**config.mk**
```make
export PLATFORM = sky130hd
export DESIGN_NAME = ssp_data_fifo
export DESIGN_NICKNAME = d
export VERILOG_FILES = /design/src/rtl/ssp_fifo_pkg.sv /design/src/rtl/ssp_word_fifo.sv /design/src/rtl/ssp_tx_shape.sv /design/src/rtl/ssp_rx_shape.sv /design/src/rtl/ssp_data_fifo.sv
export SDC_FILE = /design/constraint.sdc
export NUM_CORES = 1
export LEC_CHECK = 0
export BUFFER_PORTS_ARGS = -buffer_cell sky130_fd_sc_hd__buf_2
export CELL_PAD_IN_SITES_DETAIL_PLACEMENT = 1
export CELL_PAD_IN_SITES_GLOBAL_PLACEMENT = 1
export CORE_ASPECT_RATIO = 1.75
export CORE_MARGIN = 4
export CORE_UTILIZATION = 45
export CTS_BUF_LIST = sky130_fd_sc_hd__clkbuf_8 sky130_fd_sc_hd__clkbuf_16
export CTS_CLUSTER_SIZE = 16
export DETAILED_ROUTE_END_ITERATION = 8
export PLACE_DENSITY_LB_ADDON = 0.1
export SYNTH_ARGS = -nofsm -noshare
export SYNTH_HDL_FRONTEND = slang
export SYNTH_SLANG_ARGS = --single-unit
export TNS_END_PERCENT = 10
```
**constraint.sdc**
```tcl
create_clock -name clk -period 3 [get_ports clk]
set_input_delay 0.15 -clock clk [delete_from_list [all_inputs] [get_ports clk]]
set_output_delay 0.15 -clock clk [all_outputs]
set_load 0.005 [all_outputs]
```
**src/rtl/ssp_fifo_pkg.sv**
```systemverilog
package ssp_fifo_pkg;
    localparam int WORD_W = 16;
    typedef logic [WORD_W-1:0] word_t;
    typedef logic [3:0]        size_code_t;

    // Low-bit mask for a frame-size code; codes below 3 act as a 4-bit frame.
    function automatic word_t size_mask(size_code_t code);
        word_t m;
        int    top_bit;
        top_bit = (code < 4'd3) ? 3 : int'(code);
        for (int i = 0; i < WORD_W; i++) begin
            m[i] = (i <= top_bit);
        end
        return m;
    endfunction
endpackage

```
**src/rtl/ssp_word_fifo.sv**
```systemverilog
module ssp_word_fifo #(
    parameter int W     = 16,
    parameter int DEPTH = 8
) (
    input  logic                       clk,
    input  logic                       rst_n,
    input  logic                       flush,
    input  logic                       push,
    input  logic [W-1:0]               push_data,
    input  logic                       pop,
    output logic [W-1:0]               head,
    output logic [$clog2(DEPTH+1)-1:0] count,
    output logic                       full,
    output logic                       empty
);
    localparam int AW = (DEPTH > 1) ? $clog2(DEPTH) : 1;
    localparam int CW = $clog2(DEPTH+1);
    localparam logic [CW-1:0] FULL_CNT = CW'(DEPTH);
    localparam logic [AW-1:0] LAST_IDX = AW'(DEPTH-1);

    typedef struct packed {
        logic [DEPTH-1:0][W-1:0] mem;
        logic [AW-1:0]           wp;
        logic [AW-1:0]           rp;
        logic [CW-1:0]           cnt;
    } fifo_st_t;

    fifo_st_t st_d, st_q;
    logic     take_push, take_pop;

    always_comb begin
        st_d      = st_q;
        take_push = push && (st_q.cnt != FULL_CNT);
        take_pop  = pop && (st_q.cnt != '0);
        if (flush) begin
            st_d.wp  = '0;
            st_d.rp  = '0;
            st_d.cnt = '0;
        end else begin
            if (take_push) begin
                st_d.mem[st_q.wp] = push_data;
                st_d.wp = (st_q.wp == LAST_IDX) ? '0 : st_q.wp + 1'b1;
            end
            if (take_pop) begin
                st_d.rp = (st_q.rp == LAST_IDX) ? '0 : st_q.rp + 1'b1;
            end
            if (take_push && !take_pop) begin
                st_d.cnt = st_q.cnt + 1'b1;
            end else if (!take_push && take_pop) begin
                st_d.cnt = st_q.cnt - 1'b1;
            end
        end
    end

    always_ff @(posedge clk or negedge rst_n) begin
        if (!rst_n) begin
            st_q <= '0;
        end else begin
            st_q <= st_d;
        end
    end

    assign head  = st_q.mem[st_q.rp];
    assign count = st_q.cnt;
    assign full  = (st_q.cnt == FULL_CNT);
    assign empty = (st_q.cnt == '0);

    // occupancy never exceeds the depth
    assert_count_bound_R6: assert property (@(posedge clk) disable iff (!rst_n)
        count <= FULL_CNT);

    // a flush leaves the queue empty at the next edge
    assert_flush_clears_R10: assert property (@(posedge clk) disable iff (!rst_n)
        flush |=> empty);

    // a full queue that is not popped keeps its level
    assert_full_holds_R6: assert property (@(posedge clk) disable iff (!rst_n)
        (full && !pop && !flush) |=> full);
endmodule

```
**src/rtl/ssp_tx_shape.sv**
```systemverilog
module ssp_tx_shape
    import ssp_fifo_pkg::*;
(
    input  word_t      raw_word,
    input  size_code_t size_code,
    input  logic       byte_mode,
    output word_t      shaped_word
);
    word_t keep_mask;
    always_comb begin
        keep_mask   = byte_mode ? word_t'(16'h00FF) : size_mask(size_code);
        shaped_word = raw_word & keep_mask;
    end
endmodule

```
**src/rtl/ssp_rx_shape.sv**
```systemverilog
module ssp_rx_shape
    import ssp_fifo_pkg::*;
(
    input  word_t      frame_in,
    input  size_code_t size_code,
    output word_t      aligned_word
);
    always_comb begin
        aligned_word = frame_in & size_mask(size_code);
    end
endmodule

```
**src/rtl/ssp_data_fifo.sv**
```systemverilog
module ssp_data_fifo
    import ssp_fifo_pkg::*;
#(
    parameter int DEPTH = 8,
    localparam int LW   = $clog2(DEPTH+1)
) (
    input  logic          clk,
    input  logic          rst_n,
    input  logic          port_en,
    input  logic          microwire,
    input  logic [3:0]    data_size,
    input  logic          wr_en,
    input  logic [15:0]   wr_data,
    input  logic          rd_en,
    output logic [15:0]   rd_data,
    output logic          tx_valid,
    input  logic          tx_ready,
    output logic [15:0]   tx_data,
    input  logic          rx_valid,
    input  logic [15:0]   rx_data,
    output logic [LW-1:0] tx_level,
    output logic [LW-1:0] rx_level,
    output logic          tx_full,
    output logic          tx_empty,
    output logic          rx_full,
    output logic          rx_empty,
    output logic          tx_overflow,
    output logic          rx_overrun
);
    typedef struct packed {
        logic ovf;
        logic ovr;
    } flag_st_t;

    flag_st_t flg_d, flg_q;
    word_t    tx_head, rx_head, rx_aligned;
    logic     flush;

    assign flush = !port_en;

    ssp_word_fifo #(.W(WORD_W), .DEPTH(DEPTH)) tx_q_i (
        .clk(clk), .rst_n(rst_n), .flush(flush),
        .push(wr_en && port_en), .push_data(wr_data),
        .pop(tx_valid && tx_ready), .head(tx_head),
        .count(tx_level), .full(tx_full), .empty(tx_empty)
    );

    ssp_rx_shape rx_shape_i (
        .frame_in(rx_data), .size_code(data_size), .aligned_word(rx_aligned)
    );

    ssp_word_fifo #(.W(WORD_W), .DEPTH(DEPTH)) rx_q_i (
        .clk(clk), .rst_n(rst_n), .flush(flush),
        .push(rx_valid && port_en), .push_data(rx_aligned),
        .pop(rd_en), .head(rx_head),
        .count(rx_level), .full(rx_full), .empty(rx_empty)
    );

    ssp_tx_shape tx_shape_i (
        .raw_word(tx_head), .size_code(data_size), .byte_mode(microwire),
        .shaped_word(tx_data)
    );

    always_comb begin
        flg_d = flg_q;
        if (flush) begin
            flg_d.ovf = 1'b0;
            flg_d.ovr = 1'b0;
        end else begin
            flg_d.ovf = wr_en && tx_full;
            flg_d.ovr = flg_q.ovr || (rx_valid && rx_full);
        end
    end

    always_ff @(posedge clk or negedge rst_n) begin
        if (!rst_n) begin
            flg_q <= '0;
        end else begin
            flg_q <= flg_d;
        end
    end

    assign tx_valid    = !tx_empty;
    assign rd_data     = rx_empty ? 16'h0000 : rx_head;
    assign tx_overflow = flg_q.ovf;
    assign rx_overrun  = flg_q.ovr;

    // in normal format nothing above the frame length reaches the shifter
    assert_tx_trim_R3: assert property (@(posedge clk) disable iff (!rst_n)
        (tx_valid && !microwire) |-> ((tx_data & ~size_mask(data_size)) == 16'h0000));

    // in Microwire format the upper byte is never sent
    assert_mw_byte_R4: assert property (@(posedge clk) disable iff (!rst_n)
        (tx_valid && microwire) |-> (tx_data[15:8] == 8'h00));

    // an overflow pulse follows only a write into a full queue
    assert_ovf_cause_R7: assert property (@(posedge clk) disable iff (!rst_n)
        tx_overflow |-> $past(wr_en && tx_full && port_en));

    // reading an empty receive queue with no arrival keeps it empty
    assert_empty_read_R8: assert property (@(posedge clk) disable iff (!rst_n)
        (rd_en && rx_empty && !rx_valid) |=> rx_empty);

    // overrun stays set while the port stays enabled
    assert_overrun_sticky_R9: assert property (@(posedge clk) disable iff (!rst_n)
        (rx_overrun && port_en) |=> rx_overrun);

    // disabling the port empties both queues and clears the flags
    assert_disable_flush_R10: assert property (@(posedge clk) disable iff (!rst_n)
        !port_en |=> (tx_empty && rx_empty && !rx_overrun && !tx_overflow));
endmodule

```
* After elaboration in Yosys (flattened, before gate mapping)
Cells that the tools add are included.
** Storage, ports and cells
- Logic and storage cells :: 126
- Register bits :: 278
- Input bits :: 44
** Cells by class
- Eq/ne operators :: 14
- Add/subtract/negate cells :: 8
- Reduce and logical (&&, ||, !) cells :: 27
- Bitwise operators :: 2
- Magnitude comparators :: 23
- Mux-type cells :: 28
** Operators by type and width (count)
- 128-bit bitwise mux :: 2
- 5-bit by 32-bit less-or-equal comparator with 1-bit output, first input constant :: 6
- 16-bit binary-select mux with 3-bit select :: 2
- 16-bit demux with 3-bit select :: 2
- 16-bit two-way mux :: 6
- 16-bit bitwise AND :: 2
- 1-bit by 32-bit less-or-equal comparator with 1-bit output, first input constant :: 1
- 2-bit by 32-bit less-or-equal comparator with 1-bit output, first input constant :: 1
- 3-bit by 32-bit less-or-equal comparator with 1-bit output, first input constant :: 1
- 3-bit two-way mux :: 8
- 10-bit two-way mux :: 2
- 4-bit two-way mux :: 5
- 3-bit by 4-bit less-or-equal comparator with 1-bit output, first input constant :: 4
- 3-bit by 4-bit < comparator with 1-bit output, second input constant :: 4
- 1-bit logical AND :: 15
- 3-bit by 1-bit adder with 3-bit output, second input constant :: 4
- 3-bit equality test, second input constant :: 4
- 4-bit by 1-bit adder with 4-bit output, second input constant :: 2
- 4-bit equality test, second input constant :: 2
- 4-bit less-or-equal comparator, first input constant :: 2
- 4-bit logical NOT :: 2
- 2-bit by 1-bit inequality test with 1-bit output, second input constant :: 4
- 4-bit inequality test, second input constant :: 2
- 4-bit nonzero test :: 2
- other kinds (9) :: 17

* Depth between registers and ports, before layout
- Depth after elaboration :: 8
- Depth in mapped cells :: 11
- Mapped depth without buffers :: 10

* Cells and area by module
Synthesis repeated with hierarchy kept, for this count alone.
** Unflattened totals
- Cells, all modules :: 897
- Area total of the unflattened synthesis :: 13631.8 µm²
** By module, submodules not included
- ssp_word_fifo at rx_q_i :: area each 6526.3 µm², seq. area each 3453.3 µm², times used 1, cells each 409
- ssp_word_fifo at tx_q_i :: area each 6520.0 µm², seq. area each 3453.3 µm², times used 1, cells each 409
- ssp_data_fifo :: area each 235.2 µm², seq. area each 50.0 µm², times used 1, cells each 27
- ssp_tx_shape :: area each 182.7 µm², seq. area each 0.0 µm², times used 1, cells each 24
- ssp_rx_shape :: area each 167.7 µm², seq. area each 0.0 µm², times used 1, cells each 28

* Worst setup path before layout
OpenSTA, ideal clock, no wires.
- Path kind :: reg-to-reg
- From :: reg rx_q_i.st_q (netlist bit rx_q_i.count[2])
- To :: reg rx_q_i.st_q (netlist bit rx_q_i.count[3])
- Cell stages (with the launch flop) :: 11
- Path slack :: 443 ps
- Data arrival time :: 2488 ps
- Clock period less this slack :: 2557 ps
- Data required time :: 2931 ps
- Cell sequence :: dfrtp_1 nor4_4 nand2b_1 clkbuf_1 nand2_1 ha_1 a21o_1 a21oi_1 or3_1 a211o_1 nand3_1
** On the way
- Longest elaborated chain between the ends :: 6
- Elaborated cells between the ends (all ways) :: 14
- Classes of those cells :: add/sub (2); eq/ne (2); mux (3); reduce/logical (7)
** RTL lines
- start: declaration :: line ssp_word_fifo.sv:28 : fifo_st_t st_d, st_q;
- start signal: assignment :: line ssp_word_fifo.sv:59 : st_q <= st_d;
- branches (longest 6 deep; another with 4-bit by 1-bit subtractor with 4-bit output)
Parallel ways; which one is timed is not known. The select of a mux whose other input is x is not followed.
A chain may end at the register's enable or synchronous reset.

* Worst setup path in the final report
- From :: reg tx_q_i.st_q (netlist bit tx_q_i.count[3])
- To :: reg tx_q_i.st_q (netlist bit tx_q_i.count[3])
** On the way
- Longest elaborated chain between the ends :: 8
- Elaborated cells between the ends (all ways) :: 17
- Classes of those cells :: add/sub (2); eq/ne (2); mux (3); reduce/logical (10)
** RTL lines (line)
- start: declaration :: ssp_word_fifo.sv:28
- start signal: assignment :: ssp_word_fifo.sv:59
- branches (longest 8 deep; another with 4-bit by 1-bit subtractor with 4-bit output)
Parallel ways; which one is timed is not known. The select of a mux whose other input is x is not followed.

==> qor.yml <==
status: "finished clean"
cts_max_path_buffers: 3
htreeDepth: 1
largest_net_degree_at_the_start_of_global_routing: 99
setup.worst_path.start_class: "flip-flop"
dieWidth_um: 137
critical_path.max_stage_delay_ps: 450
post_synth.cell_area_avg_um2: 13.7
finalSetupViolations: 0
synth-seq-area-share: 0.527
worst-path-max-fanout: 9
hold_viol_final: 0
design.final.nets: 1135
multi_input_area_um2: 5850
timing.critical_path.required_ps: 3450
syn_inst: 961
drt-pass1-iter-count: 4
maxSlewHeadroom: 0.475
timing.hold.worst.class: "primary input to flip-flop"
sw_ratio: 0.300
quantity_of_gates_resized_following_cts: 0
irDropWorstVdd_mv: 0.450
grt_antenna_before_repair: 0
core_area_um2: 28800
slew_viols_final: 0
cellInternalPower_w: 0.00868
placed_area_um2: 14100
clock_transition_at_the_register_clock_pins_on_the_worst_setup_and_hold_paths_after_cts_ps: 60
rr_endpoint: "tx_q_i.count[3]"
dp_hpwl_um: 21500
synthesis.nets: 1019
start_util: 0.458
post-synth-top-area-fraction: 0.527
cts_tree: "yes"
global_route.usage.total: 0.212
chipHeight_um: 234
clk_latency_ps: 550
avgRoutedWirePerCell_um: 22.1
cts-hold-fix-buffers: 30
synthDistinctLibCells: 53
cp.arrival_ps: 3140
finalPower_w: 0.0124
sequential_cell_area_um2: 6960
p_comb_frac: 0.296
worstReg2RegStart: "tx_q_i.count[3]"
ff2ff_path_depth: 10
pin_slew_with_the_least_headroom_to_its_limit_ps: 784
layout_min_cycle_time_ps: 2700
clk_pwr_share: 0.270
floorplan.die_area_um2: 32200
synth_top_cell_by_area: "dfrtp_1"
layout-drive-gt1-share: 0.413
synthArstFlopShare: 1.00
power_density_nw_per_um2: 813
holdPathEnd: "rx_q_i.st_q[35]"
synth-warning-count: 0
end_kind: "flip-flop"
drcViolationCount: 0
numCtsBuffers: 28
synth_most_common_cell: "dfrtp_1"
cts.repair_timing.setup_buffer_count: 0
netSwitchingPower_w: 0.00373
worst_hold_path.num_cells: 4
crit_type: "flip-flop to flip-flop"
grt_remaining_overflow: 0
power.sequential.fraction: 0.434
synth_area_um2: 13200
grt_setup_unrepaired: "false"
fillerInstances: 2868
layout_cell_area_excl_fill_um2: 15300
critPathSlowestCell: "dfrtp_1"
route.detailed.vias_per_inst: 5.54
worst-path-buf-inv: 1
finalSetupTns_ps: 0
drt-total-wl_um: 32500
antenna_cells_inserted: 0
fp-row-count: 82
yosys-top-cells-count: "dfrtp_1, mux2_2, nand2_1"
netlist_top_cells_area: "dfrtp_1, mux2_2, mux4_2"
final_antenna_net_count: 0
hold_path.startpoint: "rx_data[9]"
pin_count: 91
drtIter0Drc: 208
fin_worst_skew_ps: 14.0
routabilityCongestion: 0.764
synth.ff_latch_count: 278
synth_enable_flop_cells: 0
grt_pass1_vias: 9108
vias: 8167
cp_cell_sequence: "or4b_1 > inv_1 > nor2_2 > nand2_1 > ha_1 > a21o_1 > a21oi_1 > nand3_1 > o21a_1 > o31ai_1"
first_pass_grt_wire_length_um: 52500
crit_family: "simple AND/OR/NAND/NOR gates"
reg2reg_setup_slack_ps: 300
io_buffer_count: 90
max-cap-violations: 0
relative_area_change_from_synthesis_to_final_layout_pct: 15.7
achievable-frequency_mhz: 371
power.leakage_nw: 7.07
cts_root_buffer: "clkbuf_16"
dominantRegCellSynth: "dfrtp_1"
final_min_period_over_clock_period: 0.898
cts.sinks: 278
[flip-flops by register name (all words and copies together), names as in the netlist]
| name | cells |
|---|---|
| rx_q_i.st_q | 134 |
| tx_q_i.st_q | 134 |
| rx_q_i.count | 4 |
| tx_q_i.count | 4 |
| rx_overrun | 1 |
| tx_overflow | 1 |
[metal layers]
metal  part of all wire  GRT usage
met3              0.027     0.0244
met1               0.39      0.252
met5                  0          0
met2               0.56      0.402
met4              0.019     0.0521
[cell type report]
type	count	share of cell area
clock inverters	16	0.00599
flip-flops and latches	278	0.456
inverters	11	0.00271
clock buffers	33	0.0512
repair buffers	154	0.0699
well taps	378	0.0310
multi-input cells	604	0.383
[worst max path at each step]
| stage | from | to | cells after the start |
|---|---|---|---|
| after floorplan | rx_q_i.count[2] | rx_q_i.count[3] | 10 |
| after global placement | tx_q_i.count[1] | tx_q_i.count[3] | 10 |
| after detailed placement | tx_q_i.count[1] | tx_q_i.count[3] | 10 |
| after CTS | rx_q_i.st_q[4] | rd_data[0] | 5 |
| after global routing | tx_q_i.count[0] | tx_q_i.count[3] | 10 |
| final | tx_q_i.count[3] | tx_q_i.count[3] | 10 |
[power groups by stage]
stage               sequential, W  combinational [W]  clock [W]
floorplan                 0.00511            0.00278          0
global placement          0.00539            0.00363          0
detailed placement        0.00546            0.00373          0
CTS                       0.00540            0.00378    0.00347
global route              0.00552            0.00407    0.00364
finish                    0.00538            0.00367    0.00335
[logic make-up (layout without fill, tap and decap cells)]
| group | Yosys count | count (layout) | synth area share |
|---|---|---|---|
| AOI/OAI and AO/OA | 103 | 103 | 0.0445 |
| xor gates and xnor gates | 5 | 5 | 0.00332 |
| adders and majority gates | 14 | 14 | 0.0144 |
| buffers and inverters | 79 | 214 | 0.0298 |
| DFF | 278 | 278 | 0.527 |
| muxes | 293 | 293 | 0.302 |
| and+or+nand+nor | 189 | 189 | 0.0784 |
[stage by stage]
step | instances | setup slack [ps] | util | hold WS, ps
final | 1474 | 305 | 0.529 | 36.4
after global routing | 1474 | 81.7 | 0.529 | 32.3
after CTS | 1474 | 253 | 0.529 | 13.9
after detailed placement | 1395 | 336 | 0.489 | 219
after global placement | 1395 | 424 | 0.489 | 211
after floorplan | 961 | 443 | - | -146
[cell usage in the layout (no fill, tap or decap), drive strengths merged, types with 2 or more instances in the layout]
| cell | n |
|---|---|
| a21o | 2 |
| a21oi | 10 |
| and2 | 4 |
| and3 | 4 |
| buf | 124 |
| clkbuf | 33 |
| clkinv | 4 |
| dfrtp | 278 |
| dlygate4sd3 | 30 |
| fa | 2 |
| ha | 12 |
| inv | 22 |
| mux2 | 201 |
| mux2i | 28 |
| mux4 | 64 |
| nand2 | 87 |
| nand2b | 2 |
| nand3 | 15 |
| nand3b | 2 |
| nand4 | 2 |
| nand4b | 5 |
| nor2 | 37 |
| nor3 | 12 |
| nor4 | 3 |
| nor4b | 6 |
| o211ai | 2 |
| o21a | 6 |
| o21ai | 72 |
| o31ai | 3 |
| or2 | 5 |
| xnor2 | 4 |
[worst register-to-register path, cell delays in order, from the launching register on]
cell and delay (ps):
dfrtp_1 450, or4b_1 240, inv_1 80, nor2_2 390, nand2_1 230, ha_1 330
a21o_1 170, a21oi_1 260, nand3_1 150, o21a_1 120, o31ai_1 180
Note: power is estimated with default switching activity, not from simulation.
